$ cat src/rtl/tpg_pkg.sv
package tpg_pkg;

  localparam int DESC_W = 16;
  localparam int ROW_W  = 32;
  localparam int IDX_W  = 11;
  localparam int PAT_AW = IDX_W + 5;

  typedef struct packed {
    logic             prio;
    logic [1:0]       pal;
    logic             vflip;
    logic             hflip;
    logic [IDX_W-1:0] idx;
  } tile_desc_t;

  // Reverse the order of the eight 4-bit pixels in a row.
  function automatic logic [ROW_W-1:0] mirror_row(input logic [ROW_W-1:0] r);
    logic [ROW_W-1:0] o;
    for (int i = 0; i < 8; i++) begin
      o[4*i +: 4] = r[4*(7-i) +: 4];
    end
    return o;
  endfunction

  // Byte address of one pattern row: index*32 + row*4, row mirrored on vflip.
  function automatic logic [PAT_AW-1:0] row_address(input logic [IDX_W-1:0] idx,
                                                     input logic [2:0] row,
                                                     input logic vflip);
    logic [2:0] r;
    r = vflip ? ~row : row;
    return {idx, r, 2'b00};
  endfunction

  // Drop the first fx pixels of a row (left pixel sits in the top nibble).
  function automatic logic [ROW_W-1:0] skip_pixels(input logic [ROW_W-1:0] r,
                                                    input logic [2:0] fx);
    return r << {fx, 2'b00};
  endfunction

  // Number of pixels left in the first tile of a line.
  function automatic logic [3:0] first_count(input logic [2:0] fx);
    return 4'd8 - {1'b0, fx};
  endfunction

endpackage

$ cat src/rtl/tpg_fetch.sv
module tpg_fetch
  import tpg_pkg::*;
#(
  parameter int TX_W = 6,
  parameter int TY_W = 5
) (
  input  logic                 clk,
  input  logic                 rst_n,
  input  logic                 start,
  input  logic [TX_W-1:0]      tx0,
  input  logic [TY_W-1:0]      ty0,
  input  logic [2:0]           fy0,
  input  logic                 want,
  input  logic                 take,
  output logic                 nt_rd,
  output logic [TY_W+TX_W-1:0] nt_addr,
  input  logic [DESC_W-1:0]    nt_data,
  output logic                 pat_rd,
  output logic [PAT_AW-1:0]    pat_addr,
  input  logic [ROW_W-1:0]     pat_data,
  output logic                 slot_full,
  output logic [ROW_W-1:0]     slot_row,
  output logic [1:0]           slot_pal,
  output logic                 slot_prio
);

  typedef enum logic [1:0] {F_IDLE, F_NAME, F_PATT, F_CATCH} fstate_t;

  fstate_t     state;
  logic [TX_W-1:0] col;
  logic [TY_W-1:0] trow;
  logic [2:0]  frow;
  logic        hold_hflip;
  logic [1:0]  hold_pal;
  logic        hold_prio;
  tile_desc_t  desc;

  assign desc     = tile_desc_t'(nt_data);
  assign nt_rd    = (state == F_NAME);
  assign nt_addr  = {trow, col};
  assign pat_rd   = (state == F_PATT);
  assign pat_addr = row_address(desc.idx, frow, desc.vflip);

  always_ff @(posedge clk) begin
    if (!rst_n) begin
      state      <= F_IDLE;
      col        <= '0;
      trow       <= '0;
      frow       <= '0;
      hold_hflip <= 1'b0;
      hold_pal   <= '0;
      hold_prio  <= 1'b0;
      slot_full  <= 1'b0;
      slot_row   <= '0;
      slot_pal   <= '0;
      slot_prio  <= 1'b0;
    end else if (start) begin
      state     <= F_IDLE;
      col       <= tx0;
      trow      <= ty0;
      frow      <= fy0;
      slot_full <= 1'b0;
    end else begin
      unique case (state)
        F_IDLE:  if (want && !slot_full) state <= F_NAME;
        F_NAME:  state <= F_PATT;
        F_PATT: begin
          hold_hflip <= desc.hflip;
          hold_pal   <= desc.pal;
          hold_prio  <= desc.prio;
          col        <= col + 1'b1;
          state      <= F_CATCH;
        end
        F_CATCH: begin
          slot_row  <= hold_hflip ? mirror_row(pat_data) : pat_data;
          slot_pal  <= hold_pal;
          slot_prio <= hold_prio;
          state     <= F_IDLE;
        end
        default: state <= F_IDLE;
      endcase
      if (state == F_CATCH)  slot_full <= 1'b1;
      else if (take)         slot_full <= 1'b0;
    end
  end

endmodule

$ cat src/rtl/tpg_shift.sv
module tpg_shift
  import tpg_pkg::*;
#(
  parameter int LINE_W = 320,
  parameter int CNT_W  = 9
) (
  input  logic             clk,
  input  logic             rst_n,
  input  logic             start,
  input  logic [2:0]       fx0,
  input  logic             slot_full,
  input  logic [ROW_W-1:0] slot_row,
  input  logic [1:0]       slot_pal,
  input  logic             slot_prio,
  output logic             take,
  output logic             want,
  output logic             pix_valid,
  output logic [5:0]       pix_color,
  output logic             pix_prio,
  output logic             pix_transp,
  output logic             pix_last
);

  localparam logic [CNT_W-1:0] ONE   = CNT_W'(1);
  localparam logic [CNT_W-1:0] TOTAL = CNT_W'(LINE_W);

  logic [ROW_W-1:0] cur_row;
  logic [1:0]       cur_pal;
  logic             cur_prio;
  logic [3:0]       cur_cnt;
  logic [2:0]       fx;
  logic             first;
  logic             running;
  logic [CNT_W-1:0] remaining;
  logic             emit;
  logic             need_load;

  assign want      = (remaining != '0);
  assign emit      = running && (cur_cnt != 4'd0) && want;
  assign need_load = (cur_cnt == 4'd0) || (emit && cur_cnt == 4'd1);
  assign take      = need_load && slot_full && want && !start;

  always_ff @(posedge clk) begin
    if (!rst_n) begin
      cur_row    <= '0;
      cur_pal    <= '0;
      cur_prio   <= 1'b0;
      cur_cnt    <= '0;
      fx         <= '0;
      first      <= 1'b0;
      running    <= 1'b0;
      remaining  <= '0;
      pix_valid  <= 1'b0;
      pix_color  <= '0;
      pix_prio   <= 1'b0;
      pix_transp <= 1'b0;
      pix_last   <= 1'b0;
    end else if (start) begin
      cur_cnt   <= '0;
      fx        <= fx0;
      first     <= 1'b1;
      running   <= 1'b0;
      remaining <= TOTAL;
      pix_valid <= 1'b0;
      pix_last  <= 1'b0;
    end else begin
      pix_valid  <= emit;
      pix_color  <= {cur_pal, cur_row[ROW_W-1 -: 4]};
      pix_prio   <= cur_prio;
      pix_transp <= (cur_row[ROW_W-1 -: 4] == 4'd0);
      pix_last   <= emit && (remaining == ONE);
      if (emit) remaining <= remaining - ONE;
      if (!running && cur_cnt != 4'd0 && slot_full) running <= 1'b1;
      if (take) begin
        cur_row  <= first ? skip_pixels(slot_row, fx) : slot_row;
        cur_cnt  <= first ? first_count(fx) : 4'd8;
        cur_pal  <= slot_pal;
        cur_prio <= slot_prio;
        first    <= 1'b0;
      end else if (emit) begin
        cur_row <= cur_row << 4;
        cur_cnt <= cur_cnt - 4'd1;
      end
    end
  end

endmodule

$ cat src/rtl/tpg_plane.sv
module tpg_plane
  import tpg_pkg::*;
#(
  parameter int LINE_W = 320,
  parameter int MAP_W  = 64,
  parameter int MAP_H  = 32,
  localparam int TX_W  = $clog2(MAP_W),
  localparam int TY_W  = $clog2(MAP_H),
  localparam int VX_W  = TX_W + 3,
  localparam int VY_W  = TY_W + 3,
  localparam int NT_AW = TX_W + TY_W,
  localparam int CNT_W = $clog2(LINE_W + 2)
) (
  input  logic              clk,
  input  logic              rst_n,
  input  logic              line_start,
  input  logic [VY_W-1:0]   line_y,
  input  logic [VX_W-1:0]   scroll_x,
  input  logic [VY_W-1:0]   scroll_y,
  output logic              nt_rd,
  output logic [NT_AW-1:0]  nt_addr,
  input  logic [15:0]       nt_data,
  output logic              pat_rd,
  output logic [15:0]       pat_addr,
  input  logic [31:0]       pat_data,
  output logic              pix_valid,
  output logic [5:0]        pix_color,
  output logic              pix_prio,
  output logic              pix_transp
);

  logic [VY_W-1:0]  plane_y;
  logic             want;
  logic             take;
  logic             slot_full;
  logic [ROW_W-1:0] slot_row;
  logic [1:0]       slot_pal;
  logic             slot_prio;
  logic             pix_last;

  // Plane row wraps modulo the plane height by width truncation.
  assign plane_y = line_y + scroll_y;

  tpg_fetch #(.TX_W(TX_W), .TY_W(TY_W)) u_fetch (
    .clk       (clk),
    .rst_n     (rst_n),
    .start     (line_start),
    .tx0       (scroll_x[VX_W-1:3]),
    .ty0       (plane_y[VY_W-1:3]),
    .fy0       (plane_y[2:0]),
    .want      (want),
    .take      (take),
    .nt_rd     (nt_rd),
    .nt_addr   (nt_addr),
    .nt_data   (nt_data),
    .pat_rd    (pat_rd),
    .pat_addr  (pat_addr),
    .pat_data  (pat_data),
    .slot_full (slot_full),
    .slot_row  (slot_row),
    .slot_pal  (slot_pal),
    .slot_prio (slot_prio)
  );

  tpg_shift #(.LINE_W(LINE_W), .CNT_W(CNT_W)) u_shift (
    .clk        (clk),
    .rst_n      (rst_n),
    .start      (line_start),
    .fx0        (scroll_x[2:0]),
    .slot_full  (slot_full),
    .slot_row   (slot_row),
    .slot_pal   (slot_pal),
    .slot_prio  (slot_prio),
    .take       (take),
    .want       (want),
    .pix_valid  (pix_valid),
    .pix_color  (pix_color),
    .pix_prio   (pix_prio),
    .pix_transp (pix_transp),
    .pix_last   (pix_last)
  );

endmodule

$ cat config.mk
export PLATFORM = sky130hd
export DESIGN_NAME = tpg_plane
export DESIGN_NICKNAME = d
export VERILOG_FILES = /design/src/rtl/tpg_pkg.sv /design/src/rtl/tpg_fetch.sv /design/src/rtl/tpg_shift.sv /design/src/rtl/tpg_plane.sv
export SDC_FILE = /design/constraint.sdc
export NUM_CORES = 1
export LEC_CHECK = 0
export CELL_PAD_IN_SITES_DETAIL_PLACEMENT = 0
export CELL_PAD_IN_SITES_GLOBAL_PLACEMENT = 1
export CORE_ASPECT_RATIO = 0.7
export CORE_MARGIN = 5
export CORE_UTILIZATION = 41
export CTS_CLUSTER_SIZE = 28
export DETAILED_ROUTE_END_ITERATION = 6
export GPL_TIMING_DRIVEN = 0
export MAX_ROUTING_LAYER = met4
export PLACE_DENSITY = 0.89
export SKIP_CTS_REPAIR_TIMING = 1
export SLEW_MARGIN = 40
export SYNTH_ARGS = -nofsm -noshare
export SYNTH_HDL_FRONTEND = slang
export SYNTH_SLANG_ARGS = --single-unit
$ cat constraint.sdc
create_clock -name clk -period 2.8 [get_ports clk]
set_input_delay 0.7 -clock clk [delete_from_list [all_inputs] [get_ports clk]]
set_output_delay 0.7 -clock clk [all_outputs]
set_load 0.02 [all_outputs]
==> results.txt, run 1 <==
Rows -> 39
max_cap viols -> 0
CORE AREA -> 16300 um^2
Logic pwr share -> 11.8%
mean post-synth cell area -> 9.21 um^2
Crit-path slowest cell -> clkdlybuf4s50_1
share of cells above drive strength 1 -> 12.8%
fin. max-slew vios -> 0
clock period minus final worst setup slack -> 2740 ps
hold_sp -> u_shift.cur_row[18]$_SDFFE_PN0P_
status -> finished clean
area grow syn2layout -> 28.4%
WL/cell -> 18.7 um
Worst Hold Class -> register to register
skew final -> 9.65 ps
initial antenna violation count -> 1
internal power -> 0.00349 W
clock latency at the later pin of the worst-skew pair -> 420 ps
FFs w/ async S/R, synth -> 0%
setup_tns -> 0 ps
Final Setup Violations -> 0
Design Area, Final -> 8780 um^2
WP data required -> 2100 ps
total power -> 0.00467 W
Final HPWL DP -> 15600 um
Worst Hold Depth -> 2
ANT nets after route -> 0
chip width -> 164 um
critical path startpoint category -> input port
Final WS setup -> 62.0 ps
largest fanout on the critical path -> 3
critical-path cell list -> clkdlybuf4s50_1 -> xor2_1 -> clkdlybuf4s50_1
worst hold slack -> 466 ps
Syn Inst Count -> 742
Routability Congestion -> 0.975
Num CTS Buffers -> 17
RSZ-0062 raised after global routing -> no
global-route wire length before repair -> 32600 um
measured slew at the worst slew-check pin -> 819 ps
pre-CTS setup slack -> -599 ps
fin crit share -> 97.8%
total gr overflow -> 0
WP data arrival -> 2040 ps
net switching power -> 0.00119 W
die area -> 19400 um^2
WS Path Type -> input port to output pin
clock buffer depth -> 2
Via density -> 5.51
Syn Std Cell Area -> 6840 um^2
commonest non-fill, non-tap cell in the layout -> dfxtp_1
worst reg-to-reg path cell count -> 8
via count -> 6064
Hold Fails Final Rpt -> 0
final net count -> 956
Reg2Reg Setup Slack -> 180 ps
Sequential Power Share -> 37.1%
Peak VDD IR -> 0.359 mV
Rel. slew slack -> 45.4%
sequential fraction of the synthesis area -> 34.6%
initial core utilization -> 41.8%
Power per Cell Area -> 532 nW/um^2
IO buf count -> 100
total iterations of the first detailed-routing run -> 5
Critical R2R Capture -> u_shift.cur_row[22]$_SDFFE_PN0P_
Yosys reg bits -> 118
Fmax -> 365 MHz
detailed-route wire length -> 20600 um
number of global-route vias before repair -> 5936
placed cell area -> 8120 um^2
initial detailed-routing violation count -> 514
Hold Crit Endpoint -> u_shift.cur_row[18]$_SDFFE_PN0P_
Die Y -> 118 um
P_leak -> 3.51 nW
clock-pin transition on the worst setup and hold timing paths -> 60 ps
Root Buffer -> clkbuf_16
CTS H-tree lvls -> 4
Most common cell on crit path -> clkdlybuf4s50_1
sw frac -> 25.4%
most frequent cells in the layout -> dfxtp_1, clkdlybuf4s50_1, nand2_1, mux2i_1, nor2_1
Post-synth EDFFs -> 0
TritonCTS Sinks -> 118
Syn. warnings -> 0
clock power share -> 51.1%
CTS tree -> yes
top-level port count -> 114
Post-synth top flop -> dfxtp_1
Netlist cell types -> 64
delay of the slowest critical-path stage -> 630 ps
GRT Resource Usage Total -> 22.0%
reg-to-reg startpoint -> u_shift.cur_cnt[0]$_SDFFE_PP0P_
largest net degree at the start of global routing -> 17
DRC violations left -> 0
ant diodes -> 0
crit end category -> output pin
worst max path at each step:
stage | from | endpoint | slack, ps | depth (start not counted)
after floorplan | u_shift.cur_cnt[0]$_SDFFE_PP0P_ | u_shift.cur_row[24]$_SDFFE_PN0P_ | 670 | 8
after global placement | line_start | u_shift.cur_row[10]$_SDFFE_PN0P_ | -620 | 8
after detailed placement | line_start | u_shift.cur_row[30]$_SDFFE_PN0P_ | -600 | 8
after CTS | line_start | u_shift.cur_row[30]$_SDFFE_PN0P_ | -170 | 8
after global routing | line_start | u_shift.cur_cnt[0]$_SDFFE_PP0P_ | 0.8 | 9
final | nt_data[12] | pat_addr[4] | 60 | 3
cells in the mapped netlist, types with 3 or more instances:
cell type  number  area [um^2]
dfxtp_1       118         2360
nand2_1        81          304
mux2i_1        56          561
nor2_1         40          150
o211a_1        37          370
nor2b_1        34          213
clkbuf_1       32          120
a21oi_1        27          135
o21ai_0        23          115
inv_1          19         71.3
nand3_1        18         90.1
ha_1           17          213
mux4_2         17          383
a21boi_0       16          120
buf_4          16          120
buf_2          15         75.1
mux2_2         14          158
o211ai_1       14          105
xor2_1         13          114
nor3_1         10         50.1
and2_1          9         56.3
a221oi_1        8         70.1
buf_1           8         30.0
a211oi_1        7         52.6
or3_1           7         43.8
xnor2_1         7         61.3
a22oi_1         6         45.0
o2111ai_1       6         52.6
nand2b_1        5         31.3
o2bb2ai_1       5         43.8
a211o_1         4         35.0
and3_1          4         25.0
a221o_1         3         30.0
nand4_1         3         18.8
nor4_1          3         18.8
o2111a_1        3         33.8
layer usage:
layer | vias to the layer above | part of all wire (%) | track usage, %
met5 | - | 0 | -
met4 | 0 | 1.5 | 5.29
li1 | 2923 | - | -
met1 | 2915 | 48 | 31.3
met2 | 194 | 43 | 31.3
met3 | 32 | 7.7 | 5.29
per-stage QoR:
step | instances | util [%]
finish | 1100 | 53.7
global route | 1100 | 53.7
CTS | 1100 | 53.6
detailed placement | 1068 | 49.7
global placement | 1068 | 49.7
floorplan | 743 | -
flip-flops by register name (all words and copies together) (netlist names), 3 cells and up:
name and cells:
u_fetch.slot_row 32, u_shift.cur_row 32, u_shift.remaining 9, u_fetch.col 6, u_shift.pix_color 6, u_fetch.trow 5, u_shift.cur_cnt 4, u_fetch.frow 3
u_shift.fx 3
cell type report:
class | instances | area [um^2]
buffer | 73 | 379
clock buffer | 17 | 425
clock inverter | 15 | 214
fill | 1529 | 7570
inverter | 21 | 78.8
multi-input combinational | 531 | 4040
sequential | 118 | 2360
tap | 225 | 282
timing repair buffer | 100 | 1000
power groups by stage:
stage,Combinational (W),Sequential [W],Clock [W]
global route,0.000601,0.00174,0.00249
global placement,0.000544,0.00177,0
CTS,0.000549,0.00173,0.00240
finish,0.000551,0.00173,0.00239
detailed placement,0.000546,0.00177,0
floorplan,0.000288,0.00178,0
worst max-delay path, delay by kind of cell:
family	cells	cell delay, ps
buffers and inverters	2	1180
XOR/XNOR	1	160
kinds of logic (layout without fill, tap and decap cells):
family / Yosys count / in the layout / share of synthesized area, %
DFF: 118 / 118 / 34.6
AOI/OAI and AO/OA: 177 / 177 / 19.9
xor gates and xnor gates: 20 / 20 / 2.56
muxes: 87 / 87 / 16.1
buffers and inverters: 94 / 226 / 6.59
and+or+nand+nor: 227 / 227 / 16.8
other: 1 / 2 / 0.0549
adders and majority gates: 18 / 18 / 3.40
Power figures use the tool's default switching activity.
==> inputs of run 2 (changes only) <==
Settings changed: ABC_AREA set to 1, CAP_MARGIN set to 20, CORE_UTILIZATION 41 to 35, PLACE_DENSITY 0.89 to 0.84.
==> results.txt, run 2 <==
Worst Hold Class -> register to register
total gr overflow -> 0
CORE AREA -> 18900 um^2
Yosys top cell area share -> 35.0%
GRT Resource Usage Total -> 21.1%
chip width -> 176 um
clock period minus final worst setup slack -> 2720 ps
RSZ-0062 raised after global routing -> no
Netlist cell types -> 33
Reg2Reg Setup Slack -> 610 ps
Post-synth top flop -> dfxtp_1
largest net degree at the start of global routing -> 17
P_leak -> 3.83 nW
top cells by area, synth -> dfxtp_1, nand2_1, o21ai_0, nand3_1, nor2_1
WP data required -> 2100 ps
Worst Hold Depth -> 2
status -> finished clean
share of cells above drive strength 1 -> 6.96%
Synth top cells by count -> nand2_1, dfxtp_1, nor2_1, inv_1, o21ai_0
Num CTS Buffers -> 17
TritonCTS Sinks -> 118
Peak VDD IR -> 0.389 mV
clock latency at the later pin of the worst-skew pair -> 420 ps
Final HPWL DP -> 17600 um
largest fanout on the critical path -> 3
total power -> 0.00463 W
IO buf count -> 99
Sequential Power Share -> 37.7%
reg-to-reg startpoint -> u_fetch.state[0]$_SDFFE_PP0P_
Power per Cell Area -> 534 nW/um^2
commonest non-fill, non-tap cell in the layout -> nand2_1
mean post-synth cell area -> 6.35 um^2
crit end category -> output pin
net switching power -> 0.00113 W
clock-pin transition on the worst setup and hold timing paths -> 50 ps
Final Setup Violations -> 0
Final WS setup -> 76.4 ps
ANT nets after route -> 0
area grow syn2layout -> 28.5%
DRC violations left -> 0
sw frac -> 24.4%
worst hold slack -> 456 ps
Rel. slew slack -> 50.1%
FFs w/ async S/R, synth -> 0%
max_cap viols -> 0
Synth area leader -> dfxtp_1
global-route wire length before repair -> 36200 um
Post-synth EDFFs -> 0
number of global-route vias before repair -> 6454
Hold Fails Final Rpt -> 0
clock buffer depth -> 2
Syn Inst Count -> 1063
Routability Congestion -> 0.969
most common cell in the synthesized netlist -> nand2_1
detailed-route wire length -> 22900 um
fin. max-slew vios -> 0
CTS tree -> yes
Via density -> 5.01
internal power -> 0.00350 W
initial detailed-routing violation count -> 905
via count -> 7193
initial core utilization -> 35.7%
sequential fraction of the synthesis area -> 35.0%
ant diodes -> 0
Rows -> 42
clock power share -> 50.0%
worst reg-to-reg path cell count -> 6
setup_tns -> 0 ps
crit path from -> nt_data[12]
Root Buffer -> clkbuf_16
Finished Layout Cells -> 1435
die area -> 22200 um^2
top-level port count -> 114
Critical R2R Capture -> u_fetch.slot_row[11]$_SDFFE_PN0P_
Syn Std Cell Area -> 6750 um^2
final net count -> 1276
initial antenna violation count -> 0
fin crit share -> 97.3%
Fmax -> 367 MHz
pre-CTS setup slack -> -60.4 ps
Yosys reg bits -> 118
Syn. warnings -> 0
CTS H-tree lvls -> 4
placed cell count -> 1405
WS Path Type -> input port to output pin
WP data arrival -> 2020 ps
most frequent cells in the layout -> nand2_1, dfxtp_1, nor2_1, clkdlybuf4s50_1, inv_1
skew final -> 11.6 ps
Logic pwr share -> 12.3%
hold_sp -> u_shift.cur_pal[0]$_SDFFE_PN0P_
Regs by FF count -> u_fetch.slot_row x32, u_shift.cur_row x32, u_shift.remaining x9
WL/cell -> 15.9 um
total iterations of the first detailed-routing run -> 7
Die Y -> 126 um
critical path startpoint category -> input port
Hold Crit Endpoint -> u_shift.cur_pal[0]$_SDFFE_PN0P_
measured slew at the worst slew-check pin -> 749 ps
## run 2: cell count changes after synthesis, moves of 17 or more
cell	previous run	this run
inv_1	19	91
mux4_2	17	0
nor2_1	40	105
nand3_1	18	84
a21oi_1	27	76
o21ai_0	23	90
nor2b_1	34	0
nand2_1	81	330
o211a_1	37	0
mux2i_1	56	0
## run 2: stage by stage
step,instance area (um^2),utilization [%]
floorplan,6750,-
global placement,8050,42.5
detailed placement,8050,42.5
CTS,8670,45.8
global route,8670,45.8
finish,8670,45.8
## run 2: power by group through the flow
stage | clock network (W) | logic, W | registers (W)
after floorplan | 0 | 0.000286 | 0.00179
after global placement | 0 | 0.000567 | 0.00178
after detailed placement | 0 | 0.000562 | 0.00178
after CTS | 0.00235 | 0.000565 | 0.00175
after global routing | 0.00243 | 0.000621 | 0.00175
final | 0.00231 | 0.000570 | 0.00175
## run 2: cells by family after synthesis
family                     count (synthesis)  share of synthesized area [%]
buffers and inverters                    174                           10.9
adders and majority gates                 18                           3.45
xor gates and xnor gates                  11                           1.43
and+or+nand+nor                          540                           32.6
AOI/OAI and AO/OA                        201                           16.5
other                                      1                         0.0556
DFF                                      118                           35.0
## run 2: worst max-delay path, stage by stage
cell and delay (ps):
clkdlybuf4s50_1 540, xor2_1 160, clkdlybuf4s50_1 620
## run 2: worst max path at each step
stage / endpoint / cells past startpoint
global route: pat_addr[2] / 3
global placement: u_fetch.slot_row[7]$_SDFFE_PN0P_ / 6
CTS: pat_addr[3] / 3
detailed placement: u_fetch.slot_row[11]$_SDFFE_PN0P_ / 6
floorplan: u_fetch.trow[3]$_SDFFE_PN0P_ / 12
finish: pat_addr[2] / 3
## run 2: final cells by class
class | count | area [um^2]
fillers | 1937 | 10200
multi-input cells | 772 | 3650
flip-flops and latches | 118 | 2360
repair buffers | 99 | 996
clock buffers | 21 | 470
inverters | 100 | 375
plain buffers | 74 | 362
well taps | 242 | 303
clock inverters | 9 | 150
## run 2: per-layer routing
metal	vias up	part of all wire [%]	GRT usage, %
met4	0	0.79	3.62
met1	3226	53	33.2
met2	299	38	27.2
met3	17	8.2	4.85
li1	3651	-	-
met5	-	0	-
